$ cat src/rtl/core_seq_pkg.sv
package core_seq_pkg;

  localparam int RIDX_W = 5;
  localparam int NREG   = 1 << RIDX_W;

  localparam logic [5:0] OPC_RTYPE = 6'h00;
  localparam logic [5:0] OPC_ADDI  = 6'h08;
  localparam logic [5:0] OPC_ADDIU = 6'h09;
  localparam logic [5:0] OPC_SLTI  = 6'h0A;
  localparam logic [5:0] OPC_SLTIU = 6'h0B;
  localparam logic [5:0] OPC_ANDI  = 6'h0C;
  localparam logic [5:0] OPC_ORI   = 6'h0D;
  localparam logic [5:0] OPC_XORI  = 6'h0E;
  localparam logic [5:0] OPC_LUI   = 6'h0F;

  localparam logic [5:0] FN_SLL  = 6'h00;
  localparam logic [5:0] FN_SRL  = 6'h02;
  localparam logic [5:0] FN_SRA  = 6'h03;
  localparam logic [5:0] FN_SLLV = 6'h04;
  localparam logic [5:0] FN_SRLV = 6'h06;
  localparam logic [5:0] FN_SRAV = 6'h07;
  localparam logic [5:0] FN_ADD  = 6'h20;
  localparam logic [5:0] FN_ADDU = 6'h21;
  localparam logic [5:0] FN_SUB  = 6'h22;
  localparam logic [5:0] FN_SUBU = 6'h23;
  localparam logic [5:0] FN_AND  = 6'h24;
  localparam logic [5:0] FN_OR   = 6'h25;
  localparam logic [5:0] FN_XOR  = 6'h26;
  localparam logic [5:0] FN_NOR  = 6'h27;
  localparam logic [5:0] FN_SLT  = 6'h2A;
  localparam logic [5:0] FN_SLTU = 6'h2B;

  typedef enum logic [3:0] {
    ALU_ADD, ALU_SUB, ALU_AND, ALU_OR, ALU_XOR, ALU_NOR,
    ALU_SLT, ALU_SLTU, ALU_SLL, ALU_SRL, ALU_SRA, ALU_LUI
  } alu_op_e;

  typedef struct packed {
    logic              we;
    alu_op_e           op;
    logic              use_imm;
    logic              shamt_var;
    logic [RIDX_W-1:0] dst;
  } ctrl_t;

endpackage

$ cat src/rtl/core_pc.sv
module core_pc #(
  parameter int          XLEN     = 32,
  parameter logic [31:0] RESET_PC = 32'h0
) (
  input  logic            clk,
  input  logic            rst,
  output logic [XLEN-1:0] pc
);
  localparam logic [XLEN-1:0] START = XLEN'(RESET_PC) & ~XLEN'(3);
  localparam logic [XLEN-1:0] STEP  = XLEN'(4);

  logic [XLEN-1:0] pc_q;

  always_ff @(posedge clk) begin
    if (rst) pc_q <= START;
    else     pc_q <= pc_q + STEP;
  end

  assign pc = pc_q;

  assert_pc_step_R2: assert property (@(posedge clk) disable iff (rst)
    !$past(rst) |-> pc_q == $past(pc_q) + STEP);

  assert_pc_aligned_R2: assert property (@(posedge clk) disable iff (rst)
    pc_q[1:0] == 2'b00);

  assert_pc_reset_R3: assert property (@(posedge clk)
    ($past(rst) && !rst) |-> pc_q == START);

endmodule

$ cat src/rtl/core_regfile.sv
module core_regfile
  import core_seq_pkg::*;
#(
  parameter int XLEN = 32
) (
  input  logic              clk,
  input  logic              rst,
  input  logic [RIDX_W-1:0] ra_idx,
  input  logic [RIDX_W-1:0] rb_idx,
  output logic [XLEN-1:0]   ra_data,
  output logic [XLEN-1:0]   rb_data,
  input  logic              we,
  input  logic [RIDX_W-1:0] wa,
  input  logic [XLEN-1:0]   wd
);
  logic [XLEN-1:0] regs [NREG];
  logic            wr_ok;

  assign wr_ok = we && (wa != '0);

  always_ff @(posedge clk) begin
    if (rst) begin
      for (int i = 0; i < NREG; i++) regs[i] <= '0;
    end else if (wr_ok) begin
      regs[wa] <= wd;
    end
  end

  assign ra_data = (ra_idx == '0) ? '0 : regs[ra_idx];
  assign rb_data = (rb_idx == '0) ? '0 : regs[rb_idx];

  assert_write_lands_R10: assert property (@(posedge clk) disable iff (rst)
    (we && wa != '0) |=> regs[$past(wa)] == $past(wd));

  assert_zero_entry_R9: assert property (@(posedge clk) disable iff (rst)
    regs[0] == '0);

endmodule

$ cat src/rtl/core_decode.sv
module core_decode
  import core_seq_pkg::*;
#(
  parameter int XLEN = 32
) (
  input  logic [31:0]     instr,
  output ctrl_t           ctrl,
  output logic [XLEN-1:0] imm
);
  logic [5:0]  opc, fn;
  logic [15:0] imm16;
  logic [XLEN-1:0] imm_s, imm_z;

  assign opc   = instr[31:26];
  assign fn    = instr[5:0];
  assign imm16 = instr[15:0];
  assign imm_s = XLEN'($signed(imm16));
  assign imm_z = XLEN'(imm16);

  always_comb begin
    ctrl = '0;
    ctrl.op = ALU_ADD;
    imm  = imm_z;
    if (opc == OPC_RTYPE) begin
      ctrl.dst = instr[15:11];
      ctrl.we  = 1'b1;
      case (fn)
        FN_ADD, FN_ADDU: ctrl.op = ALU_ADD;
        FN_SUB, FN_SUBU: ctrl.op = ALU_SUB;
        FN_AND:  ctrl.op = ALU_AND;
        FN_OR:   ctrl.op = ALU_OR;
        FN_XOR:  ctrl.op = ALU_XOR;
        FN_NOR:  ctrl.op = ALU_NOR;
        FN_SLT:  ctrl.op = ALU_SLT;
        FN_SLTU: ctrl.op = ALU_SLTU;
        FN_SLL:  ctrl.op = ALU_SLL;
        FN_SRL:  ctrl.op = ALU_SRL;
        FN_SRA:  ctrl.op = ALU_SRA;
        FN_SLLV: begin ctrl.op = ALU_SLL; ctrl.shamt_var = 1'b1; end
        FN_SRLV: begin ctrl.op = ALU_SRL; ctrl.shamt_var = 1'b1; end
        FN_SRAV: begin ctrl.op = ALU_SRA; ctrl.shamt_var = 1'b1; end
        default: ctrl.we = 1'b0;
      endcase
    end else begin
      ctrl.dst     = instr[20:16];
      ctrl.use_imm = 1'b1;
      ctrl.we      = 1'b1;
      case (opc)
        OPC_ADDI, OPC_ADDIU: begin ctrl.op = ALU_ADD;  imm = imm_s; end
        OPC_SLTI:            begin ctrl.op = ALU_SLT;  imm = imm_s; end
        OPC_SLTIU:           begin ctrl.op = ALU_SLTU; imm = imm_s; end
        OPC_ANDI: ctrl.op = ALU_AND;
        OPC_ORI:  ctrl.op = ALU_OR;
        OPC_XORI: ctrl.op = ALU_XOR;
        OPC_LUI:  ctrl.op = ALU_LUI;
        default:  ctrl.we = 1'b0;
      endcase
    end
  end

endmodule

$ cat src/rtl/core_alu.sv
module core_alu
  import core_seq_pkg::*;
#(
  parameter int XLEN = 32
) (
  input  alu_op_e          op,
  input  logic [XLEN-1:0]  a,
  input  logic [XLEN-1:0]  b,
  input  logic [$clog2(XLEN)-1:0] sh,
  output logic [XLEN-1:0]  y
);
  localparam int HALF = XLEN / 2;

  always_comb begin
    case (op)
      ALU_ADD:  y = a + b;
      ALU_SUB:  y = a - b;
      ALU_AND:  y = a & b;
      ALU_OR:   y = a | b;
      ALU_XOR:  y = a ^ b;
      ALU_NOR:  y = ~(a | b);
      ALU_SLT:  y = XLEN'($signed(a) < $signed(b));
      ALU_SLTU: y = XLEN'(a < b);
      ALU_SLL:  y = b << sh;
      ALU_SRL:  y = b >> sh;
      ALU_SRA:  y = XLEN'($signed(b) >>> sh);
      ALU_LUI:  y = b << HALF;
      default:  y = '0;
    endcase
  end

endmodule

$ cat src/rtl/core_seq.sv
module core_seq
  import core_seq_pkg::*;
#(
  parameter int          XLEN     = 32,
  parameter logic [31:0] RESET_PC = 32'h0
) (
  input  logic              clk,
  input  logic              rst,
  output logic [XLEN-3:0]   imem_addr,
  input  logic [31:0]       imem_rdata,
  output logic [XLEN-1:0]   dbg_pc,
  output logic [31:0]       dbg_instr,
  output logic              dbg_we,
  output logic [RIDX_W-1:0] dbg_rd,
  output logic [XLEN-1:0]   dbg_wdata
);
  localparam int SH_W = $clog2(XLEN);

  logic [XLEN-1:0] pc, ra_data, rb_data, imm, opb, result;
  logic [SH_W-1:0] sh_amt;
  ctrl_t           ctrl;
  logic            commit;

  core_pc #(.XLEN(XLEN), .RESET_PC(RESET_PC)) u_pc (
    .clk(clk), .rst(rst), .pc(pc)
  );

  assign imem_addr = pc[XLEN-1:2];

  core_decode #(.XLEN(XLEN)) u_dec (
    .instr(imem_rdata), .ctrl(ctrl), .imm(imm)
  );

  core_regfile #(.XLEN(XLEN)) u_rf (
    .clk(clk), .rst(rst),
    .ra_idx(imem_rdata[25:21]), .rb_idx(imem_rdata[20:16]),
    .ra_data(ra_data), .rb_data(rb_data),
    .we(ctrl.we), .wa(ctrl.dst), .wd(result)
  );

  assign opb    = ctrl.use_imm ? imm : rb_data;
  assign sh_amt = ctrl.shamt_var ? ra_data[SH_W-1:0] : imem_rdata[6 +: SH_W];

  core_alu #(.XLEN(XLEN)) u_alu (
    .op(ctrl.op), .a(ra_data), .b(opb), .sh(sh_amt), .y(result)
  );

  assign commit    = ctrl.we && (ctrl.dst != '0);
  assign dbg_pc    = pc;
  assign dbg_instr = imem_rdata;
  assign dbg_we    = commit;
  assign dbg_rd    = ctrl.dst;
  assign dbg_wdata = result;

  assert_dst_zero_quiet_R9: assert property (@(posedge clk) disable iff (rst)
    (dbg_rd == '0) |-> !dbg_we);

endmodule

$ cat config.mk
export PLATFORM = sky130hd
export DESIGN_NAME = core_seq
export DESIGN_NICKNAME = d
export VERILOG_FILES = /design/src/rtl/core_seq_pkg.sv /design/src/rtl/core_pc.sv /design/src/rtl/core_regfile.sv /design/src/rtl/core_decode.sv /design/src/rtl/core_alu.sv /design/src/rtl/core_seq.sv
export SDC_FILE = /design/constraint.sdc
export NUM_CORES = 2
export LEC_CHECK = 0
export BUFFER_PORTS_ARGS = -buffer_cell sky130_fd_sc_hd__buf_4
export CAP_MARGIN = 20
export CELL_PAD_IN_SITES_DETAIL_PLACEMENT = 0
export CELL_PAD_IN_SITES_GLOBAL_PLACEMENT = 1
export CORE_MARGIN = 10
export CORE_UTILIZATION = 25
export CTS_CLUSTER_DIAMETER = 60
export DETAILED_ROUTE_END_ITERATION = 10
export PLACE_DENSITY_LB_ADDON = 0.1
export SETUP_SLACK_MARGIN = 0.1
export SYNTH_ARGS = -nofsm -noshare
export SYNTH_HDL_FRONTEND = slang
export SYNTH_SLANG_ARGS = --single-unit
$ cat constraint.sdc
create_clock -name clk -period 32.2 [get_ports clk]
set_input_delay 6.44 -clock clk [delete_from_list [all_inputs] [get_ports clk]]
set_output_delay 6.44 -clock clk [all_outputs]
set_load 0.005 [all_outputs]
# Word level (Yosys, flattened, before mapping)
# Memory sizes are Yosys's and may differ from the RTL's.
# Cells that the tools add are included.
# word_totals
ff_bits	32
ram_bits	1024
output_inout_bits	132
memories	1
# op_classes
add_sub_neg	3
order_cmp	2
eq_ne	34
n_shift	3
muxes	22
n_bitwise	4
reduce_logical	16
# memory_table
memory	depth	word_bits	rd	rd_ports_with_merged_regs	write_ports	line_no	rtl
u_rf.regs	32	32	2	0	32	core_regfile.sv:16	logic [XLEN-1:0] regs [NREG];
# ops
operator	count
$pmux 32 s12	1
$mux 32	5
$lt 32x32->1	2
$eq 6x6->1 const B	10
$eq 6x4->1 const B	8
$pmux 4 s10	1
$add 32x3->32 const B	1
$add 32x32->32	1
$and 32x32->32	1
$not 32->32	1
$or 32x32->32	1
$reduce_or 32->1	1
$shl 32x5->32	1
$shr 32x5->32	1
$sshr 32x5->32	1
$sub 32x32->32	1
$xor 32x32->32	1
$pmux 4 s6	1
$mux 5	4
$eq 6x3->1 const B	3
$eq 4x3->1 const B	4
$eq 4x4->1 const B	4
$reduce_or 16->1	1
$eq 6x2->1 const B	2
12 further kinds	27

# Longest topological paths before layout
# logic_depth
depth_word	10
ltp_mapped	27
ltp_nobuf	18

# Modules after synthesis
# Synthesis repeated with hierarchy kept, for this count alone.
# hier_totals
hier_cells	5219
area_unflattened_um2	66287.3
# by_module_without_submodules
mod	n_inst	cells_per_inst	area_each_um2	seq_area_each_um2
core_regfile	1	3502	54232.0	30749.5
core_alu	1	1383	9168.8	0.0
core_pc	1	155	1408.9	600.6
core_seq	1	105	924.6	0.0
core_decode	1	74	553.0	0.0

# Least setup slack after synthesis
# No wires, ideal clock.
# synth_timing
path_kind	in2out
from	in imem_rdata[21]
to	out dbg_wdata[30]
t_arrival_ps	12541
t_required_ps	25760
path_slack_ps	13219
cell_stages	24
n_path_buf	8
cell_sequence	buf_4 > buf_6 > clkbuf_1 > clkbuf_1 > clkbuf_1 > buf_1 > mux4_2 > mux4_2 > nand2_1 > a21o_1 > ha_1 > clkbuf_1 > inv_1 > a21oi_1 > o21ai_0 > nand2_1 > a211oi_1 > nand2_1 > nor4b_1 > o31ai_1 > a221o_1 > a221oi_4 > buf_2 > inv_1
# synth_via
elab_chain_len	5
elab_cells_between_ends	14
cone_classes	2 x add/sub; 3 x shift; 3 x mux; 4 x bitwise; 1 x reduce/logical; 1 x memory
# synth_lines
item	line_no	rtl
start, declared	core_seq.sv:10	input logic [31:0] imem_rdata,
$mem_v2 32x32 or $logic_not 5->1 (tied branches)	--	
$mux 32 (*)	core_regfile.sv:29	assign ra_data = (ra_idx == '0) ? '0 : regs[ra_idx];
branches (longest 2 deep; another with $sub 32x32->32)	--	
$pmux 32 s12 (*)	core_alu.sv:15	case (op)
end, declared	core_seq.sv:15	output logic [XLEN-1:0] dbg_wdata
# Every way passes the cells marked *.

# Worst setup path after layout
# layout_timing
from	in imem_rdata[16]
to	out dbg_wdata[11]
# layout_via
elab_chain_len	6
elab_cells_between_ends	14
cone_classes	2 x add/sub; 3 x shift; 3 x mux; 4 x bitwise; 1 x reduce/logical; 1 x memory
# layout_lines
item	line_no	rtl
$mem_v2 32x32 or $logic_not 5->1 (tied branches)	--	
$mux 32 (*)	core_regfile.sv:30	assign rb_data = (rb_idx == '0) ? '0 : regs[rb_idx];
$mux 32 (*)	core_seq.sv:41	assign opb = ctrl.use_imm ? imm : rb_data;
branches (longest 2 deep; another with $sub 32x32->32)	--	
$pmux 32 s12 (*)	core_alu.sv:15	
# Marks and branches as above.

==> results.md <==
GRT:
- The number of global-route vias before repair is around 53,000.
- The pin count of the biggest net entering global routing is 79.
- The overall overflow remaining after global route is 0.
- The global routing usage summed across all routing layers is 25.29%.
- The initial antenna violation count is 22.
- The first global-routing pass estimated roughly 500 mm of wire.

Yosys:
- In this run, distinct cell masters in the synthesized netlist total 119.
- The flip-flop and latch count after synthesis is 1,054.
- The average cell area after synthesis is 11.84 um2.
- After technology mapping, the gate count stands at 5,620.
- The synthesized netlist occupies a cell area of 66,530 um2.
- The most used flip-flop cell after synthesis is edfxtp_1.
- For this run, the register share of the synthesized area comes to a little under half.
- For this run, asynchronously set or reset flops after synthesis account for 0%.
- Yosys attributes the largest share of cell area to edfxtp_1 (46%), mux4_2 (16%), nor2_1 (4.6%), a21oi_1 (3.7%), mux2i_1 (3.1%).
- In this run the biggest area consumer among cell types represents about 46% of the synthesized area.
- The number of warnings printed during yosys synthesis is 0.
- The number of flops mapped to enable cells by yosys is 1,024.
- The post-synthesis cell type with the largest combined area is edfxtp_1.

Timing:
- The final number of max-transition violations came to 0.
- The accumulated negative setup slack is 0 ns.
- The achievable frequency is 46.05 MHz.
- The shortest clock period the worst path allows after layout is 21.71 ns.
- The post-route worst setup slack is approximately 10 ns.
- The number of hold violations in the final report is 0.
- Setup repair after global routing left no endpoint under its margin.
- Of the available clock period, the critical path in the final layout requires 67.44%.
- The final count of negative-setup-slack endpoints is 0.
- The worst pin sits at a relative slew slack of 11.41%.
- For the final database, setup skew stands at 0.04145 ns.
- For the pin with the worst max-slew slack, the measured transition is 1.329 ns.

Finish:
- The filler cell count in the final layout is 27,096.
- The number of nets at the end of the flow is 5,733.
- The layout overhead on the synthesized area is 14.67%.
- Cells fill between 20 and 30% of the core in the end.
- Leaving out fill and tap cells, the most frequent cell in the layout is edfxtp_1.
- The share of post-route cells with drive strength above 1 is between 20% and 30%.
- The top cell types in the final layout, fill and taps aside, are edfxtp_1 (1,024), nor2_1 (818), mux4_2 (485).

Floorplanning:
- The total area inside the core boundary comes to 265,100 um2.
- Once the floorplan was initialized, standard cells occupied 25.10% of the core.
- The die extent in x is 535.9 um.
- Row generation in the floorplan step produced 189 rows.
- The number of primary I/O pins is 166.
- The overall die area is around 290,000 um2.
- Measured along the y axis, the die boundary spans ~540 um.

Power and ir drop:
- The switching power of the nets is 1.320 mW.
- The worst-case IR drop observed on VDD is 41.77 uV.
- Summed over all cells, the static leakage comes to 27.11 nW.
- Dividing total power by cell area gives a power density of about 53 nW/um2.
- Per report_power, the clock group accounts for 39.4% of the total.
- Sequential cells account for 38.9% of the total power.
- The combinational group share of total power is 21.7%.
- The internal power consumption is 2.733 mW.
- Net switching is 32.57% of the power.

Setup path:
- The worst setup path is captured at a primary output.
- The launching element type of the critical path is an input port.
- The startpoint of the worst-slack reg-to-reg timing path is u_rf.regs[29][13].
- The category of the most critical setup path is in -> out.
- In this run the worst path has a maximum fanout of 78.
- The worst endpoint data arrival time is 15.27 ns.
- Counting both buffers and inverters, the worst setup path holds a total of 8.
- The kind of cell adding the most delay to the critical path is compound AO/OA/AOI/OAI gates.
- The largest individual stage delay along the critical path comes from the cell a32oi_1.
- Traced cell by cell, the critical path runs through buf_8 -> buf_12 -> buf_4 -> buf_12 -> mux4_2 -> a22oi_1 -> nand3_1 -> a32oi_1 -> ha_1 -> inv_1 -> a21oi_1 -> o21bai_1 -> a21oi_1 -> nand3_1 -> a31oi_1 -> nor2_1 -> a221o_1 -> o21a_1 -> a211oi_4 -> buf_4 -> inv_1 -> buf_4.
- The most repeated library cell on the critical path is buf_4.
- The largest single stage delay on the critical path is 1.00 ns.
- The most critical setup path has its startpoint at imem_rdata[16].
- The endpoint required time on the critical path is 25.76 ns.

Clock network:
- Post-CTS repair changed the size of 0 cells.
- The clock-pin slew reported for the worst setup and hold paths after clock tree synthesis is 0.05 ns.
- The root buffer cell is clkbuf_16.
- After clock tree synthesis, the flow added hold-fix buffers numbering 0.
- TritonCTS built the clock tree.
- The number of post-CTS setup repair buffers is 0.
- The CTS H-tree depth is 4.
- The later pin in the worst-skew pair is clocked with a latency of just over 0.8 ns.
- The number of sinks on the clock net is 1,054.
- TritonCTS created 144 clock buffers.
- The maximum count of clock buffers along a single path is 3.

Detailed routing:
- The via density per instance is 5.771.
- For this block, wires on met1 add up to around 160 mm.
- The number of vias in the routed layout is 53,414.
- Once detail routing completed, the nets flagged for antenna violations numbered 0.
- The final wirelength is 374.4 mm.
- Before antenna repair, the detailed router went through 6 iterations.
- After detailed routing, the met2 layer carries approximately 170 mm of wire.
- Wire segments on met3 add up to roughly 24 mm in the final route.
- The starting DRC count in detailed routing is 6,702.
- The highest layer used for signal routing is met5.
- In the routed design, unresolved DRC markers number 0.
- The post-detailed-route wirelength per cell is approximately 40 um.

Hold path:
- The min-delay analysis places its worst path in the category reg -> reg.
- The startpoint of the worst hold path is u_pc.pc[31].

Place:
- The worst setup timing slack at the placement stage is 10.79 ns.
- The final weighted congestion in routability-driven placement is 1.005.
- Input and output buffers added on the ports amount to between 150 and 200.
- The detailed placement HPWL is 243.5 mm.

Status:
- The run finished with clean final reports.

Run:
- The number of max-cap violations is 0.
routing by layer:
layer	up-vias	track usage [%]
met5	-	0
met3	539	4.434
li1	21671	-
met2	2501	39.92
met1	28697	34.77
met4	6	9.152
power by group through the flow:
stage | Combinational [mW] | Clock [mW] | Sequential (mW)
4_1_cts | 0.873 | 1.63 | 1.58
5_1_grt | 0.914 | 1.68 | 1.58
2_1_floorplan | 0.492 | 0 | 1.59
6_report | 0.878 | 1.60 | 1.58
3_5_place_dp | 0.870 | 0 | 1.60
3_3_place_gp | 0.877 | 0 | 1.60
cells in the mapped netlist, types with 36 or more instances:
| cell | instances |
|---|---|
| buf_6 | 36 |
| mux4_2 | 485 |
| edfxtp_1 | 1024 |
| o211ai_1 | 66 |
| mux2i_1 | 208 |
| o21ai_0 | 150 |
| buf_2 | 161 |
| ha_1 | 99 |
| a211oi_1 | 64 |
| nand2b_1 | 73 |
| nand3_1 | 100 |
| nor2_1 | 822 |
| a21o_1 | 61 |
| a31oi_1 | 71 |
| buf_4 | 103 |
| nor2b_1 | 50 |
| inv_1 | 127 |
| a21oi_1 | 487 |
| clkbuf_1 | 272 |
| mux2_2 | 38 |
| a22oi_1 | 70 |
| nand2_1 | 273 |
| buf_1 | 43 |
| nor3_1 | 66 |
worst reg2reg max path, stage by stage, from the launching register on:
cell      delay [ns]
edfxtp_1        0.38
mux4_2          0.47
a22o_1          0.26
a211o_1         0.34
a32o_1          0.29
buf_4           0.23
inv_1           0.43
ha_1            0.52
or4_1           0.51
nor3_1          0.73
and3_1          0.56
nor4b_1         0.87
or4_1           0.22
a22oi_1         0.15
nor4b_4         0.34
buf_4           0.48
nor2_1          0.19
cell families (layout without fill, tap and decap cells):
| kind of cell | count (synthesis) | after routing | share of synthesized area [%] |
|---|---|---|---|
| fa+ha+maj | 101 | 101 | 1.922 |
| flops | 1054 | 1054 | 47.12 |
| buf+inv | 759 | 822 | 5.651 |
| other cells | 1 | 40 | 0.005637 |
| compound gates | 1384 | 1384 | 14.14 |
| simple gates | 1558 | 1558 | 10.54 |
| xor+xnor | 32 | 32 | 0.4213 |
| mux | 731 | 731 | 20.19 |
final cells by class:
class,instances,area [um2],area share (%)
Clock buffer,181,3890,5.099
Clock inverter,83,754.5,0.9890
Sequential cell,1054,31350,41.09
Inverter,138,518.0,0.6790
Tap cell,3533,4420,5.794
Antenna cell,6,15.01,0.01968
Timing Repair Buffer,420,3247,4.256
Multi-Input combinational cell,3840,32090,42.07
state kept, by name, summed over array words and instances, names as in the netlist:
signal,cells
u_rf.regs,1024
u_pc.pc,30
worst paths after layout:
| path | end | cells after the start | slack, ns |
|---|---|---|---|
| hold reg to reg | u_pc.pc[31] | 2 | 0.50 |
| setup / recovery | dbg_wdata[11] | 22 | 10.49 |
| hold / removal | u_pc.pc[31] | 2 | 0.50 |
| setup reg to reg | u_rf.regs[30][23] | 16 | 24.92 |
stage by stage:
stage                     cell area [um2]  instances  power (mW)  hold slack [ns]
after detailed placement            71620       8983       2.473           0.5050
after global routing                76280       9250       4.176           0.5331
final                               76290       9255       4.052           0.5010
after CTS                           76260       9247       4.081           0.5128
after floorplan                     66650       5653       2.086           0.4628
after global placement              71610       8982       2.480           0.4937
(Power assumes the default switching activity.)
